<file path="src/rtl/ras_pkg.sv">
package ras_pkg;

  // Next slot upward in a ring of 'depth' slots
  function automatic int unsigned ring_up(int unsigned idx, int unsigned depth);
    return (idx + 1 >= depth) ? 0 : idx + 1;
  endfunction

  // Next slot downward in a ring of 'depth' slots
  function automatic int unsigned ring_down(int unsigned idx, int unsigned depth);
    return (idx == 0) ? depth - 1 : idx - 1;
  endfunction

  // Occupancy after one cycle: pop wins, push saturates at depth
  function automatic int unsigned occ_next(int unsigned occ, bit push, bit pop,
                                           int unsigned depth);
    if (pop)  return (occ == 0) ? 0 : occ - 1;
    if (push) return (occ >= depth) ? depth : occ + 1;
    return occ;
  endfunction

endpackage

</file>
<file path="src/rtl/ras_ctrl.sv">
module ras_ctrl #(
  parameter  int DEPTH = 8,
  localparam int IDX_W = (DEPTH > 1) ? $clog2(DEPTH) : 1,
  localparam int CNT_W = $clog2(DEPTH + 1)
) (
  input  logic             clk,
  input  logic             rst_n,
  input  logic             push_req,
  input  logic             pop_req,
  output logic [IDX_W-1:0] wr_idx,
  output logic [IDX_W-1:0] top_idx,
  output logic             wr_en,
  output logic             full,
  output logic             empty,
  output logic             underflow
);
  import ras_pkg::*;

  logic [CNT_W-1:0] occ_q;
  logic [IDX_W-1:0] idx_q;
  logic             push_fire;
  logic             pop_live;

  // Named events for the checks below
  assign push_fire = push_req & ~pop_req;
  assign pop_live  = pop_req & ~empty;
  assign full      = (occ_q == CNT_W'(DEPTH));
  assign empty     = (occ_q == '0);
  assign underflow = pop_req & empty;
  assign wr_en     = push_fire;
  assign wr_idx    = idx_q;
  assign top_idx   = IDX_W'(ring_down(int'(idx_q), DEPTH));

  always_ff @(posedge clk) begin
    if (!rst_n) begin
      occ_q <= '0;
      idx_q <= '0;
    end else begin
      occ_q <= CNT_W'(occ_next(int'(occ_q), push_fire, pop_req, DEPTH));
      if (pop_live)
        idx_q <= IDX_W'(ring_down(int'(idx_q), DEPTH));
      else if (push_fire)
        idx_q <= IDX_W'(ring_up(int'(idx_q), DEPTH));
    end
  end


  occ_bound_chk: assert property (@(posedge clk) disable iff (!rst_n)
    occ_q <= CNT_W'(DEPTH));


  push_grow_chk: assert property (@(posedge clk) disable iff (!rst_n)
    push_fire && !full |=> occ_q == $past(occ_q) + 1'b1);


  overflow_hold_chk: assert property (@(posedge clk) disable iff (!rst_n)
    push_fire && full |=> full);


  pop_shrink_chk: assert property (@(posedge clk) disable iff (!rst_n)
    pop_live |=> occ_q == $past(occ_q) - 1'b1);


  empty_pop_chk: assert property (@(posedge clk) disable iff (!rst_n)
    underflow |=> empty && idx_q == $past(idx_q));

endmodule

</file>
<file path="src/rtl/ras_store.sv">
module ras_store #(
  parameter  int DEPTH = 8,
  parameter  int PC_W  = 13,
  localparam int IDX_W = (DEPTH > 1) ? $clog2(DEPTH) : 1
) (
  input  logic             clk,
  input  logic             rst_n,
  input  logic             wr_en,
  input  logic [IDX_W-1:0] wr_idx,
  input  logic [PC_W-1:0]  wr_data,
  input  logic [IDX_W-1:0] rd_idx,
  output logic [PC_W-1:0]  rd_data
);
  logic [PC_W-1:0] slot_q [DEPTH];

  for (genvar g = 0; g < DEPTH; g++) begin : g_slot
    logic hit;
    assign hit = wr_en && (wr_idx == IDX_W'(g));
    always_ff @(posedge clk) begin
      if (!rst_n)   slot_q[g] <= '0;
      else if (hit) slot_q[g] <= wr_data;
    end
  end

  assign rd_data = slot_q[rd_idx];


  write_lands_chk: assert property (@(posedge clk) disable iff (!rst_n)
    wr_en |=> slot_q[$past(wr_idx)] == $past(wr_data));

endmodule

</file>
<file path="src/rtl/ras_irq_gate.sv">
module ras_irq_gate (
  input  logic clk,
  input  logic rst_n,
  input  logic irq_req,
  input  logic full,
  input  logic push_call,
  input  logic pop_ret,
  output logic irq_ack
);
  logic slot_free;
  logic bus_idle;

  assign slot_free = ~full;
  assign bus_idle  = ~push_call & ~pop_ret;
  assign irq_ack   = irq_req & slot_free & bus_idle;


  held_when_full_chk: assert property (@(posedge clk) disable iff (!rst_n)
    full |-> !irq_ack);


  defer_on_strobe_chk: assert property (@(posedge clk) disable iff (!rst_n)
    (push_call || pop_ret) |-> !irq_ack);

endmodule

</file>
<file path="src/rtl/ret_addr_stack.sv">
module ret_addr_stack #(
  parameter  int DEPTH = 8,
  parameter  int PC_W  = 13,
  localparam int IDX_W = (DEPTH > 1) ? $clog2(DEPTH) : 1
) (
  input  logic            clk,
  input  logic            rst_n,
  input  logic            push_call,
  input  logic            pop_ret,
  input  logic            irq_req,
  input  logic [PC_W-1:0] pc_in,
  output logic [PC_W-1:0] pop_addr,
  output logic            irq_ack,
  output logic            full,
  output logic            empty,
  output logic            underflow
);
  logic             push_any;
  logic             wr_en;
  logic [IDX_W-1:0] wr_idx;
  logic [IDX_W-1:0] top_idx;

  assign push_any = push_call | irq_ack;

  ras_irq_gate u_gate (
    .clk(clk), .rst_n(rst_n), .irq_req(irq_req), .full(full),
    .push_call(push_call), .pop_ret(pop_ret), .irq_ack(irq_ack)
  );

  ras_ctrl #(.DEPTH(DEPTH)) u_ctrl (
    .clk(clk), .rst_n(rst_n), .push_req(push_any), .pop_req(pop_ret),
    .wr_idx(wr_idx), .top_idx(top_idx), .wr_en(wr_en),
    .full(full), .empty(empty), .underflow(underflow)
  );

  ras_store #(.DEPTH(DEPTH), .PC_W(PC_W)) u_store (
    .clk(clk), .rst_n(rst_n), .wr_en(wr_en), .wr_idx(wr_idx),
    .wr_data(pc_in), .rd_idx(top_idx), .rd_data(pop_addr)
  );


  ack_saves_pc_chk: assert property (@(posedge clk) disable iff (!rst_n)
    irq_ack |=> !empty && pop_addr == $past(pc_in));


  reset_empty_chk: assert property (@(posedge clk)
    !rst_n |=> empty && !full);


  underflow_pulse_chk: assert property (@(posedge clk) disable iff (!rst_n)
    underflow |-> empty && pop_ret);

endmodule

</file>
<file path="config.mk">
export PLATFORM = sky130hd
export DESIGN_NAME = ret_addr_stack
export DESIGN_NICKNAME = d
export VERILOG_FILES = /design/src/rtl/ras_pkg.sv /design/src/rtl/ras_ctrl.sv /design/src/rtl/ras_store.sv /design/src/rtl/ras_irq_gate.sv /design/src/rtl/ret_addr_stack.sv
export SDC_FILE = /design/constraint.sdc
export NUM_CORES = 1
export LEC_CHECK = 0
export BUFFER_PORTS_ARGS = -buffer_cell sky130_fd_sc_hd__buf_2
export CORE_ASPECT_RATIO = 1.2
export CORE_MARGIN = 2
export CORE_UTILIZATION = 30
export CTS_CLUSTER_DIAMETER = 40
export DETAILED_ROUTE_END_ITERATION = 7
export PLACE_DENSITY = 0.43
export SKIP_LAST_GASP = 1
export SLEW_MARGIN = 20
export SYNTH_ARGS = -nofsm -noshare
export SYNTH_HDL_FRONTEND = slang
export SYNTH_HIERARCHICAL = 1
export SYNTH_SLANG_ARGS = --single-unit
</file>
<file path="constraint.sdc">
create_clock -name clk -period 4 [get_ports clk]
set_clock_uncertainty 0.15 [all_clocks]
set_input_delay 0 -clock clk [delete_from_list [all_inputs] [get_ports clk]]
set_output_delay 0 -clock clk [all_outputs]
set_load 0.02 [all_outputs]
</file>
# == Yosys cells after proc, flatten, opt, wreduce, memory -nomap -nowiden ==
# Memories as Yosys holds them, arrays and structs flattened.
# Index checks and enable logic that the tools add are counted.
# totals
ff_bits,7
mem_bits_rw,104
in_bits,18
output_inout_bits,17
wordCells,96
memories,1
# mem_list
memory,words,width,read_ports,rd_clocked_by_memory_dff,wr,line,source
u_store.slot_q,8,13,1,0,8,ras_store.sv:14,logic [PC_W-1:0] slot_q [DEPTH];
# op_classes
addsub,4
n_lt_le_gt_ge,2
n_eq_ne,8
muxes,48
bitwise,19
n_reduce_logical,12
# ops
operator,count
$mux 13,8
$mux 1,30
$mux 4,6
$eq 3x3->1 const B,4
$mux 3,4
$or 1x1->1,9
$ge 4x4->1 const B,2
$logic_and 1x1->1,8
$and 1x1->1,6
$eq 3x2->1 const B,2
$add 3x1->4 const B,1
$add 4x1->4 const B,1
$eq 4x4->1 const B,1
$logic_not 4->1,1
$not 1->1,4
$reduce_bool 2->1,2
$sub 4x1->4 const B,1
$eq 3x1->1 const B,1
$logic_not 3->1,1
$sub 3x1->3 const B,1

# == Logic depth before layout (Yosys ltp) ==
# Gate-level depths: netlist of the first run.
# logic_depth
ltp_word,11
depth_mapped,10
ltp_nobuf,9

# == Hierarchy ==
# The synthesis of the first run kept the hierarchy.
# modules_own_cells
module,n_inst,cells_per_inst,area_each_um2
ras_store,1,305,4733.3
ras_ctrl,1,62,543.0
ras_irq_gate,1,1,15.0
ret_addr_stack,1,1,6.3

# == Worst setup path before layout of the first run ==
# No wires, ideal clock.
# synth_timing
path_kind,reg2reg
startpoint,register u_ctrl.occ_q[0]
endpoint,memory u_store.slot_q[3][0] (enable)
setup_ns,0.401
t_arrival_ns,3.136
required_ns,3.449
setup_slack_ns,0.313
path_stages_with_launch,10
period_less_slack_ns,3.687
path_cell_list,dfxtp_1 > inv_1 > ha_1 > and3b_2 > nor4b_2 > or2_1 > nand2b_1 > inv_1 > nand2b_1 > o21ai_0
# synth_lines
element,line,source
start: declaration,ras_ctrl.sv:19,logic [CNT_W-1:0] occ_q;
start signal: assignment,ras_ctrl.sv:39,"occ_q <= CNT_W'(occ_next(int'(occ_q), push_fire, pop_req, DEPTH));"
end: declaration,ras_store.sv:14,

# == Worst setup path in the final report of the first run ==
# layout_timing
startpoint,register u_ctrl.idx_q[0] (netlist: u_ctrl/wr_idx[0])
endpoint,output pop_addr[2]
# layout_via
elab_chain_len,3
elab_cells_between_ends,4
cone_classes,add/sub (1); mux (1); reduce/logical (1); memory (1)
# layout_lines
element,line,source
start: declaration,ras_ctrl.sv:20,logic [IDX_W-1:0] idx_q;
start signal: assignment,ras_ctrl.sv:41,"idx_q <= IDX_W'(ring_down(int'(idx_q), DEPTH));"
start signal: assignment,ras_ctrl.sv:43,"idx_q <= IDX_W'(ring_up(int'(idx_q), DEPTH));"
$sub 3x1->3 or $logic_not 3->1 (tied branches),ras_pkg.sv:10,return (idx == 0) ? depth - 1 : idx - 1;
$mux 3 *,ras_pkg.sv:10,
via top_idx[0],ret_addr_stack.sv:21,logic [IDX_W-1:0] top_idx;
$mem_v2 8x13 *,n/a,
end: declaration,ret_addr_stack.sv:12,"output logic [PC_W-1:0] pop_addr,"
# The timed path passes the listed nets; every way through them passes the cells marked *.

==> results.sh, run 1 <==
export IMPL_route_detailed_wl_per_inst_um=20.8
export IMPL_worstHoldStart="pc_in[5]"
export IMPL_rows=53
export IMPL_cts_buffers=9
export IMPL_critPathRequiredTime_ps=3850
export IMPL_drt_pass1_iterations=4
export IMPL_cts_sinks=111
export IMPL_io_buffers=34
export IMPL_reg2reg_setup_slack_ps=1000
export IMPL_via_count=3198
export IMPL_busiest_layer="met2"
export IMPL_timing_rr_end="u_store/slot_q[3][7]"
export IMPL_ys_types=42
export IMPL_p_leak_nw=2.15
export IMPL_crit_type="flop to output port"
export IMPL_grt_pass1_vias=3392
export IMPL_slew_violations=0
export IMPL_rsz0062_at_grt="no"
export IMPL_grt_max_degree=53
export IMPL_ant_nets=0
export IMPL_worstPathArrival_ps=2870
export IMPL_power_density_mw_per_mm2=540
export IMPL_grt_overflow=0
export IMPL_worst_pin_slew_ps=1060
export IMPL_hold_viol_final=0
export IMPL_ioPinCount=35
export IMPL_areaGrowthSynthToFinish_pct=13.3
export IMPL_wl_mm=13.0
export IMPL_hold_end="u_store/slot_q[6][5]"
export IMPL_drive_above_1_share_pct=22.0
export IMPL_antenna_found_initial=0
export IMPL_final_nets=424
export IMPL_hold_path_class="input port to flop"
export IMPL_yosysWarnings=6
export IMPL_clock_latency_ps=340
export IMPL_r2r_cells=10
export IMPL_clock_root_buffer="clkbuf_16"
export IMPL_drc=0
export IMPL_vias_per_cell=5.12
export IMPL_hold_path_depth=3
export IMPL_relSlewSlack_pct=28.9
export IMPL_die_area_mm2=0.0187
export IMPL_worst_path_max_fanout=26
export IMPL_chipHeight_um=150
export IMPL_cts_tree="yes"
export IMPL_gr_usage_met1_pct=18.2
export IMPL_hpwl_mm=7.98
export IMPL_finalSetupViolCount=0
export IMPL_drt_iter0_drc=238
export IMPL_h_tree_depth=3
export IMPL_use_met3_pct=2.57
export IMPL_timing_max_cap_violations=0
export IMPL_gp_congestion=0.756
export IMPL_period_share_pct=75.4
export IMPL_outcome="completed"
export IMPL_fill_cells=1732
export IMPL_use_met2_pct=25.5
export IMPL_start_util_pct=30.4
export IMPL_end_kind="output port"
export IMPL_hold_slack_ps=19.6
export IMPL_grtUsageTotal_pct=14.5
export IMPL_tns_ps=0
export IMPL_antenna_cells=0
export IMPL_die_w_um=125
export IMPL_vdd_drop_max_mv=0.293
export IMPL_clockBufferDepth=2
export IMPL_core_area_mm2=0.0174
export IMPL_synth_ff_latch_count=111
export IMPL_cp_start_kind="flop"
export IMPL_path_clk_slew_ps=70
export IMPL_yosysSeqAreaShare_pct=61.6
export IMPL_synthCells=369
export IMPL_min_period_ps=3020
export IMPL_synth_nets=393
export IMPL_grt_pass1_wl_mm=20.2
export IMPL_synth_area_mm2=0.00530
export IMPL_fmax_ghz=0.332
export IMPL_reg2reg_from="u_ctrl/occ_q[0]"
export IMPL_avgSynthCellArea_um2=14.4
export IMPL_postCtsSetupBuffers=0
## through the flow
| stage | power (W) | utilization (%) | setup WS [ps] | cells | instance area [um^2] |
|---|---|---|---|---|---|
| 6_report | 0.00324 | 34.4 | 983 | 625 | 6000 |
| 4_1_cts | 0.00330 | 34.4 | 933 | 625 | 6000 |
| 5_1_grt | 0.00341 | 34.4 | 753 | 625 | 6000 |
| 2_1_floorplan | 0.00212 | - | 313 | 369 | 5300 |
| 3_5_place_dp | 0.00246 | 32.7 | 1030 | 607 | 5710 |
| 3_3_place_gp | 0.00245 | 32.7 | 1100 | 607 | 5710 |
## per-layer routing
metal / vias to the layer above / wire (um)
met5: - / 0
met2: 74 / 6700
li1: 1522 / -
met4: 0 / 211
met3: 12 / 388
met1: 1590 / 5680
## power by group
group          leakage [nW]  internal, W  switching, W
clock                 0.132     0.000423      0.000409
sequential             1.14      0.00135     0.0000390
combinational         0.878     0.000389      0.000626
total                  2.15      0.00217       0.00107
## cells in the mapped netlist (all sizes together)
cell type  count  share of area (%)
a2111oi        2               0.45
dfxtp          7                2.6
nand3          1              0.094
and3b          1               0.19
clkbuf        20                1.4
a221oi         3               0.50
mux2          13                2.8
and4bb         1               0.24
nor3         106                 10
clkinv        14                1.1
mux4          26                 13
mux2i          2               0.38
o311a          2               0.40
buf           10                1.3
ha             6                1.4
edfxtp       104                 59
nand2          3               0.21
nor2b          1               0.12
xor2           1               0.17
a311oi         1               0.17
or2            2               0.24
o21a           1               0.14
nor2           6               0.47
nand2b         5               0.59
nand3b         2               0.28
or3b           1               0.21
nor4b          2               0.45
o211a          1               0.19
inv           10               0.71
a21oi          2               0.19
o21ai         12                1.1
nand4          1               0.12
## worst max-delay path by stage
stage / startpoint / cells past startpoint / to / slack (ps)
2_1_floorplan: u_ctrl/occ_q[0] / 9 / u_store/slot_q[3][0] / 310
3_3_place_gp: u_ctrl/occ_q[0] / 10 / u_store/slot_q[3][10] / 1100
3_5_place_dp: u_ctrl/occ_q[0] / 10 / u_store/slot_q[3][11] / 1030
4_1_cts: u_ctrl/wr_idx[0] / 8 / pop_addr[2] / 930
5_1_grt: u_ctrl/occ_q[0] / 10 / u_store/slot_q[2][8] / 750
6_report: u_ctrl/wr_idx[0] / 8 / pop_addr[2] / 980
## critical path, stage by stage, from the launching register on
cell and delay (ps):
dfxtp_1 410, inv_1 90, ha_1 150, ha_1 170, nand2b_1 120, buf_4 420, mux4_1 670, mux2_2 320
buf_2 170
## state kept, by name, indices dropped and copies added, names as in the netlist
register / cells
u_ctrl/wr_idx: 3
u_store/slot_q: 104
u_ctrl/occ_q: 4
## cells by family (layout without fill, tap and decap cells)
logic type	Yosys count	after routing	synth area share [%]
AOI/OAI and AO/OA	24	24	3.16
buffers and inverters	54	90	4.53
muxes	41	41	15.9
and+or+nand+nor	132	132	13.2
adders and majority gates	6	6	1.42
xor gates and xnor gates	1	1	0.165
DFF	111	111	61.6
## cell type report
class | instances | area [um^2] | area share, %
flip-flops and latches | 111 | 3260 | 54.4
inverters | 24 | 95.1 | 1.58
clock buffers | 9 | 225 | 3.75
multi-input cells | 204 | 1800 | 30.0
well taps | 220 | 275 | 4.59
clock inverters | 7 | 47.5 | 0.792
repair buffers | 50 | 295 | 4.92
## what timing repair did
action	in CTS	in global routing
resized for setup	0	0
endpoints found under the hold margin	7	0
hold buffers	2	0
## layout by cell type (no fill, tap or decap), types with 2 or more instances in the layout
master	n
nand3b_1	2
clkbuf_16	9
dlygate4sd3_1	2
mux2_2	13
edfxtp_1	104
nor2_1	5
buf_2	34
o21ai_1	9
nand2b_1	5
o21ai_0	3
a221oi_1	3
clkinv_1	13
clkinv_2	3
clkinvlp_4	2
nor3_1	106
mux2i_1	2
a21oi_1	2
ha_1	6
dfxtp_1	7
inv_1	10
clkinv_4	2
buf_4	14
mux4_1	24
mux4_2	2
nand2_1	3
Note: power is estimated with default switching activity, not from simulation.
==> run 2: changes to the inputs <==
PLACE_DENSITY = 0.45   (was 0.43)
clock period = 2.6 ns   (was 4 ns; I/O delays follow)
==> run 2 against run 1 <==
  * First-iteration DRC count rose by 4.2%
  * Sequential share of layout area down 3.7 points
  * Core utilization up 2.6 points
  * Register-to-register slack got worse by 880 ps
  * Count of clock-buffer cells in the layout increased by 1
  * Die area unchanged
  * Combinational power up 95%
  * Clock power up 63%
==> results.sh, run 2 (synthesis results as in run 1) <==
export IMPL_outcome="completed"
export IMPL_path_clk_slew_ps=80
export IMPL_drt_iter0_drc=248
export IMPL_layout_common_cells="106 x nor3_1, 104 x edfxtp_1, 29 x buf_2, 21 x mux4_2, 13 x clkinv_1"
export IMPL_worstPathArrival_ps=2410
export IMPL_slew_violations=0
export IMPL_grt_pass1_wl_mm=20.9
export IMPL_worstHoldStart="pc_in[8]"
export IMPL_regMostFlops="u_store/slot_q"
export IMPL_wl_met1_mm=5.82
export IMPL_timing_max_cap_violations=0
export IMPL_grtUsageTotal_pct=15.0
export IMPL_chipHeight_um=150
export IMPL_startpoint="u_ctrl/wr_idx[1]"
export IMPL_hold_slack_ps=6.44
export IMPL_end_kind="output port"
export IMPL_grt_pass1_vias=3445
export IMPL_pwr_share_comb_pct=36.3
export IMPL_worst_pin_slew_ps=680
export IMPL_start_util_pct=30.4
export IMPL_io_buffers=34
export IMPL_final_nets=435
export IMPL_antenna_cells=0
export IMPL_grt_max_degree=53
export IMPL_grt_overflow=0
export IMPL_drc=0
export IMPL_ioPinCount=35
export IMPL_vdd_drop_max_mv=0.448
export IMPL_power_share_switching_pct=33.6
export IMPL_internal_power_w=0.00365
export IMPL_antenna_found_initial=0
export IMPL_hold_viol_final=0
export IMPL_crit_type="flop to output port"
export IMPL_hold_path_depth=3
export IMPL_hpwl_mm=8.47
export IMPL_power_density_mw_per_mm2=851
export IMPL_p_leak_nw=2.27
export IMPL_ant_nets=0
export IMPL_h_tree_depth=3
export IMPL_mostFrequentLayoutCell="nor3_1"
export IMPL_critPathRequiredTime_ps=2450
export IMPL_areaGrowthSynthToFinish_pct=21.8
export IMPL_die_area_mm2=0.0187
export IMPL_period_share_pct=98.3
export IMPL_largest_reg_flops=104
export IMPL_hold_end="u_store/slot_q[1][8]"
export IMPL_r2r_cells=9
export IMPL_fmax_ghz=0.391
export IMPL_reg2reg_from="u_ctrl/occ_q[0]"
export IMPL_cts_tree="yes"
export IMPL_met2WireLength_mm=7.42
export IMPL_clock_root_buffer="clkbuf_16"
export IMPL_clockBufferDepth=2
export IMPL_drt_pass1_iterations=4
export IMPL_hold_path_class="input port to flop"
export IMPL_relSlewSlack_pct=54.6
export IMPL_die_w_um=125
export IMPL_clkPwrFrac_pct=24.8
export IMPL_wl_mm=13.9
export IMPL_cp_start_kind="flop"
export IMPL_route_detailed_wl_per_inst_um=21.9
export IMPL_tns_ps=0
export IMPL_seq_power_share_pct=38.9
export IMPL_drive_above_1_share_pct=33.4
export IMPL_reg2reg_setup_slack_ps=120
export IMPL_switchingPower_w=0.00184
export IMPL_timing_rr_end="u_ctrl/occ_q[1]"
export IMPL_min_period_ps=2560
export IMPL_top_layer_used="met4"
export IMPL_wl_met3_um=426
export IMPL_vias_per_cell=5.14
export IMPL_rows=53
export IMPL_core_area_mm2=0.0174
export IMPL_via_count=3268
export IMPL_gp_congestion=0.796
export IMPL_cts_sinks=111
export IMPL_cts_buffers=9
export IMPL_clock_latency_ps=350
export IMPL_finalSetupViolCount=0
export IMPL_worst_path_max_fanout=7
[run 2: cell types whose count changed in the layout (fill, tap and decap cells not counted), sizes merged]
| cell | change |
|---|---|
| buf | +8 |
| inv | +4 |
| clkbuf | +3 |
| clkinv | -3 |
| clkinvlp | -2 |
| dlygate4sd3 | +1 |
[run 2: repair_timing]
item | in CTS | in global routing
gates cloned | 1 | 2
endpoints found under the setup margin | 13 | 34
gates resized for setup | 11 | 36
pin swaps | 0 | 3
buffers inserted | 0 | 1
endpoints found under the hold margin | 3 | 0
hold buffers | 3 | 0
[run 2: through the flow]
stage | setup slack (ps) | power (W) | cells | util [%] | area, um^2
2_1_floorplan | 3.34 | 0.00331 | 369 | - | 5430
3_3_place_gp | 185 | 0.00392 | 613 | 34.6 | 6030
3_5_place_dp | 142 | 0.00392 | 613 | 34.6 | 6030
4_1_cts | -49.2 | 0.00534 | 633 | 36.4 | 6350
5_1_grt | -16.6 | 0.00574 | 636 | 37.0 | 6450
6_report | 43.5 | 0.00549 | 636 | 37.0 | 6450
[run 2: final cells by class]
type / count / area, um^2
fillers: 1693 / 11000
flip-flops and latches: 111 / 3270
multi-input cells: 204 / 1910
well taps: 220 / 275
clock inverters: 6 / 57.6
repair buffers: 61 / 609
clock buffers: 10 / 229
inverters: 24 / 100
[run 2: per-layer routing]
| layer | GRT usage [%] | vias to the layer above |
|---|---|---|
| li1 | - | 1525 |
| met2 | 27.4 | 75 |
| met4 | 5.61 | 0 |
| met5 | 0 | - |
| met1 | 18.1 | 1654 |
| met3 | 2.15 | 14 |
[run 2: power by group through the flow]
stage	registers (W)	logic [W]	clock network, W
CTS	0.00213	0.00182	0.00140
detailed placement	0.00217	0.00175	0
finish	0.00213	0.00199	0.00136
global route	0.00215	0.00214	0.00146
floorplan	0.00216	0.00115	0
global placement	0.00216	0.00176	0
[run 2: worst max-delay path by stage]
stage / end / cells after the start / slack, ps
floorplan: u_store/slot_q[0][0] / 9 / 3
CTS: pop_addr[0] / 8 / -50
finish: pop_addr[1] / 8 / 40
global route: pop_addr[0] / 8 / -20
detailed placement: u_store/slot_q[0][6] / 10 / 140
global placement: u_store/slot_q[0][7] / 10 / 180
[run 2: critical path: stages, from the launching register on]
cell and delay [ps]:
dfxtp_1 320, inv_2 70, ha_4 140, ha_4 130, nand2b_4 210, buf_16 170
mux4_1 570, mux2_4 290, buf_4 160
==> run 3: changes to the inputs <==
SLEW_MARGIN = 30   (was 20)
SYNTH_HIERARCHICAL = not set   (was 1)
==> run 3 against run 2 <==
  * Critical path type unchanged
  * Die area rose by 9.5%
  * Critical endpoint is now pop_addr[2]
  * Largest cell class unchanged
  * Worst setup slack improved by 15 ps
  * Flip-flop and latch count did not move
  * Clock power rose by 9%
==> results.sh, run 3 <==
export IMPL_wl_mm=15.1
export IMPL_path_clk_slew_ps=70
export IMPL_synth_nets=497
export IMPL_synth_area_mm2=0.00582
export IMPL_clockBufferDepth=2
export IMPL_ys_flop_type="edfxtp_1"
export IMPL_chipHeight_um=157
export IMPL_largest_reg_flops=104
export IMPL_final_nets=553
export IMPL_areaGrowthSynthToFinish_pct=21.3
export IMPL_final_cells=786
export IMPL_grtUsageTotal_pct=14.9
export IMPL_end_kind="output port"
export IMPL_die_w_um=131
export IMPL_ys_types=47
export IMPL_dp_cells=747
export IMPL_cts_sinks=111
export IMPL_cts_buffers=9
export IMPL_die_area_mm2=0.0205
export IMPL_ant_nets=0
export IMPL_avgSynthCellArea_um2=12.4
export IMPL_muxShareOfSynthArea_pct=7.12
export IMPL_h_tree_depth=3
export IMPL_fill_cells=1839
export IMPL_route_detailed_wl_per_inst_um=19.2
export IMPL_grt_pass1_wl_mm=23.3
export IMPL_finish_utilization_pct=37.3
export IMPL_startpoint="u_ctrl.wr_idx[1]"
export IMPL_synth_top_cell_by_area="edfxtp_1"
export IMPL_via_count=3837
export IMPL_mostFrequentLayoutCell="edfxtp_1"
export IMPL_ioPinCount=35
export IMPL_multi_input_area_mm2=0.00246
export IMPL_path_cells="inv_1 > ha_1 > nand2_1 > buf_4 > o21a_2 > o221a_2 > a221oi_2 > buf_4"
export IMPL_synth_edf_count=104
export IMPL_rows=55
export IMPL_antenna_found_initial=1
export IMPL_regMostFlops="u_store.slot_q"
export IMPL_worst_path_max_fanout=14
export IMPL_finalPower_w=0.00627
export IMPL_synth_adder_area_share_pct=2.15
export IMPL_drt_iter0_drc=265
export IMPL_drive_above_1_share_pct=22.3
export IMPL_rsz0062_at_grt="yes"
export IMPL_start_util_pct=30.7
export IMPL_layout_common_cells="104 x edfxtp_1, 61 x and2_1, 42 x and3_1, 38 x mux2i_1"
export IMPL_grt_pass1_vias=3926
export IMPL_clock_latency_ps=350
export IMPL_synth_area_leaders="edfxtp_1 54%, and2_1 6.6%, mux2i_1 6.5%"
export IMPL_relSlewSlack_pct=53.5
export IMPL_worstHoldStart="pop_ret"
export IMPL_core_area_mm2=0.0189
export IMPL_clock_root_buffer="clkbuf_16"
export IMPL_yosysSeqAreaShare_pct=56.1
export IMPL_io_buffers=34
export IMPL_synth_simple_area_share_pct=18.9
export IMPL_crit_type="flop to output port"
export IMPL_vias_per_cell=4.88
export IMPL_finalSetupViolCount=0
export IMPL_min_period_ps=2540
export IMPL_fmax_ghz=0.393
export IMPL_grt_max_degree=47
export IMPL_yosysWarnings=0
export IMPL_yosys_top_cells_count="104 x edfxtp_1, 61 x and2_1, 42 x and3_1"
export IMPL_critPathRequiredTime_ps=2450
export IMPL_synthCells=469
export IMPL_synth_ff_latch_count=111
export IMPL_synthMostInstantiatedCell="edfxtp_1"
export IMPL_synth_compound_area_share_pct=11.5
export IMPL_crit_path_max_incr_delay_ps=340
export IMPL_cts_tree="yes"
export IMPL_outcome="completed"
export IMPL_synth_xor_xnor_area_share_pct=0
export IMPL_tns_ps=0
export IMPL_hpwl_mm=10.0
export IMPL_antenna_cells=0
export IMPL_power_density_mw_per_mm2=889
export IMPL_dpl_cell_area_mm2=0.00643
export IMPL_vdd_drop_max_mv=0.335
export IMPL_gp_congestion=0.773
export IMPL_slowest_stage="dfxtp_2"
export IMPL_grt_overflow=0
export IMPL_hold_viol_final=0
export IMPL_drc=0
export IMPL_ys_async_sr_fraction_pct=0
export IMPL_hold_path_class="input port to flop"
export IMPL_cp_start_kind="flop"
export IMPL_p_leak_nw=2.85
export IMPL_period_share_pct=97.8
export IMPL_synth_top_area_share_pct=53.7
export IMPL_synth_top_family_by_area="simple AND/OR/NAND/NOR gates"
export IMPL_worstPathArrival_ps=2390
export IMPL_timing_max_cap_violations=0
export IMPL_final_seq_area_mm2=0.00327
export IMPL_finalInstanceArea_mm2=0.00706
export IMPL_reg2reg_from="u_ctrl.occ_q[0]"
export IMPL_worst_pin_slew_ps=696
export IMPL_cpMostUsedCell="buf_4"
export IMPL_drt_pass1_iterations=4
export IMPL_slew_violations=0
==> run 3: cell types whose count changed after synthesis, sizes merged, moves of 10 or more <==
cell / delta
and2: +67
a221oi: +10
buf: +12
clkinv: -14
nor3: -99
o211ai: +12
and3: +42
o221a: +12
mux4: -26
nand2b: +23
mux2i: +36
a21oi: +17
mux2: -10
==> run 3: layout make-up <==
class	count	share of cell area, %
flip-flops and latches	111	46.3
multi-input cells	311	34.9
inverters	12	0.638
repair buffers	80	9.22
clock buffers	10	3.25
well taps	256	4.54
clock inverters	6	1.21
==> run 3: stage by stage <==
stage	setup slack [ps]	hold WS [ps]
2_1_floorplan	-302	-66.9
3_3_place_gp	84.6	204
3_5_place_dp	23.6	208
4_1_cts	5.99	11.9
5_1_grt	-53.6	85.6
6_report	58.3	30.3
==> run 3: power by group <==
group | total, W | switching (W) | internal [W]
Combinational | 0.00260 | 0.00153 | 0.00107
Sequential | 0.00219 | 0.0000730 | 0.00211
Clock | 0.00148 | 0.000640 | 0.000842
Total | 0.00627 | 0.00224 | 0.00403
==> run 3: per-layer routing <==
metal | global-route usage (%) | vias to the layer above | wire length, um
met3 | 1.72 | 11 | 695
met5 | 0 | - | 0
met4 | 4.92 | 0 | 176
met1 | 20.5 | 1884 | 6990
li1 | - | 1872 | -
met2 | 24.7 | 70 | 7190
==> run 3: critical path, delay by kind of cell, from the launching register on <==
kind | cells | cell delay [ps]
AO/OA/AOI/OAI | 3 | 770
buffers and inverters | 3 | 570
flip-flops | 1 | 340
adder cells (fa/ha/maj) | 1 | 250
AND/OR/NAND/NOR | 1 | 100
==> run 3: repair_timing <==
item                                    4_1_cts  5_1_grt
pin swaps                                     1        3
hold buffers                                 18        0
hold endpoints to repair                    107        0
gates cloned                                  0        2
endpoints found under the setup margin        9       40
gates resized for setup                       1       14
buffers inserted                              1        2
==> run 3: path summary, 6_finish.rpt <==
kind | to | slack [ps] | cells after the start
min reg2reg | u_ctrl.occ_q[1] | 400 | 2
max | pop_addr[2] | 60 | 8
max reg2reg | u_store.slot_q[2][0] | 160 | 6
min | u_ctrl.occ_q[2] | 30 | 3
==> run 3: cells by family after synthesis <==
logic type,after synthesis
AO/OA/AOI/OAI,84
adder cells (fa/ha/maj),10
buffers and inverters,48
flip-flops,111
multiplexers,41
AND/OR/NAND/NOR,175
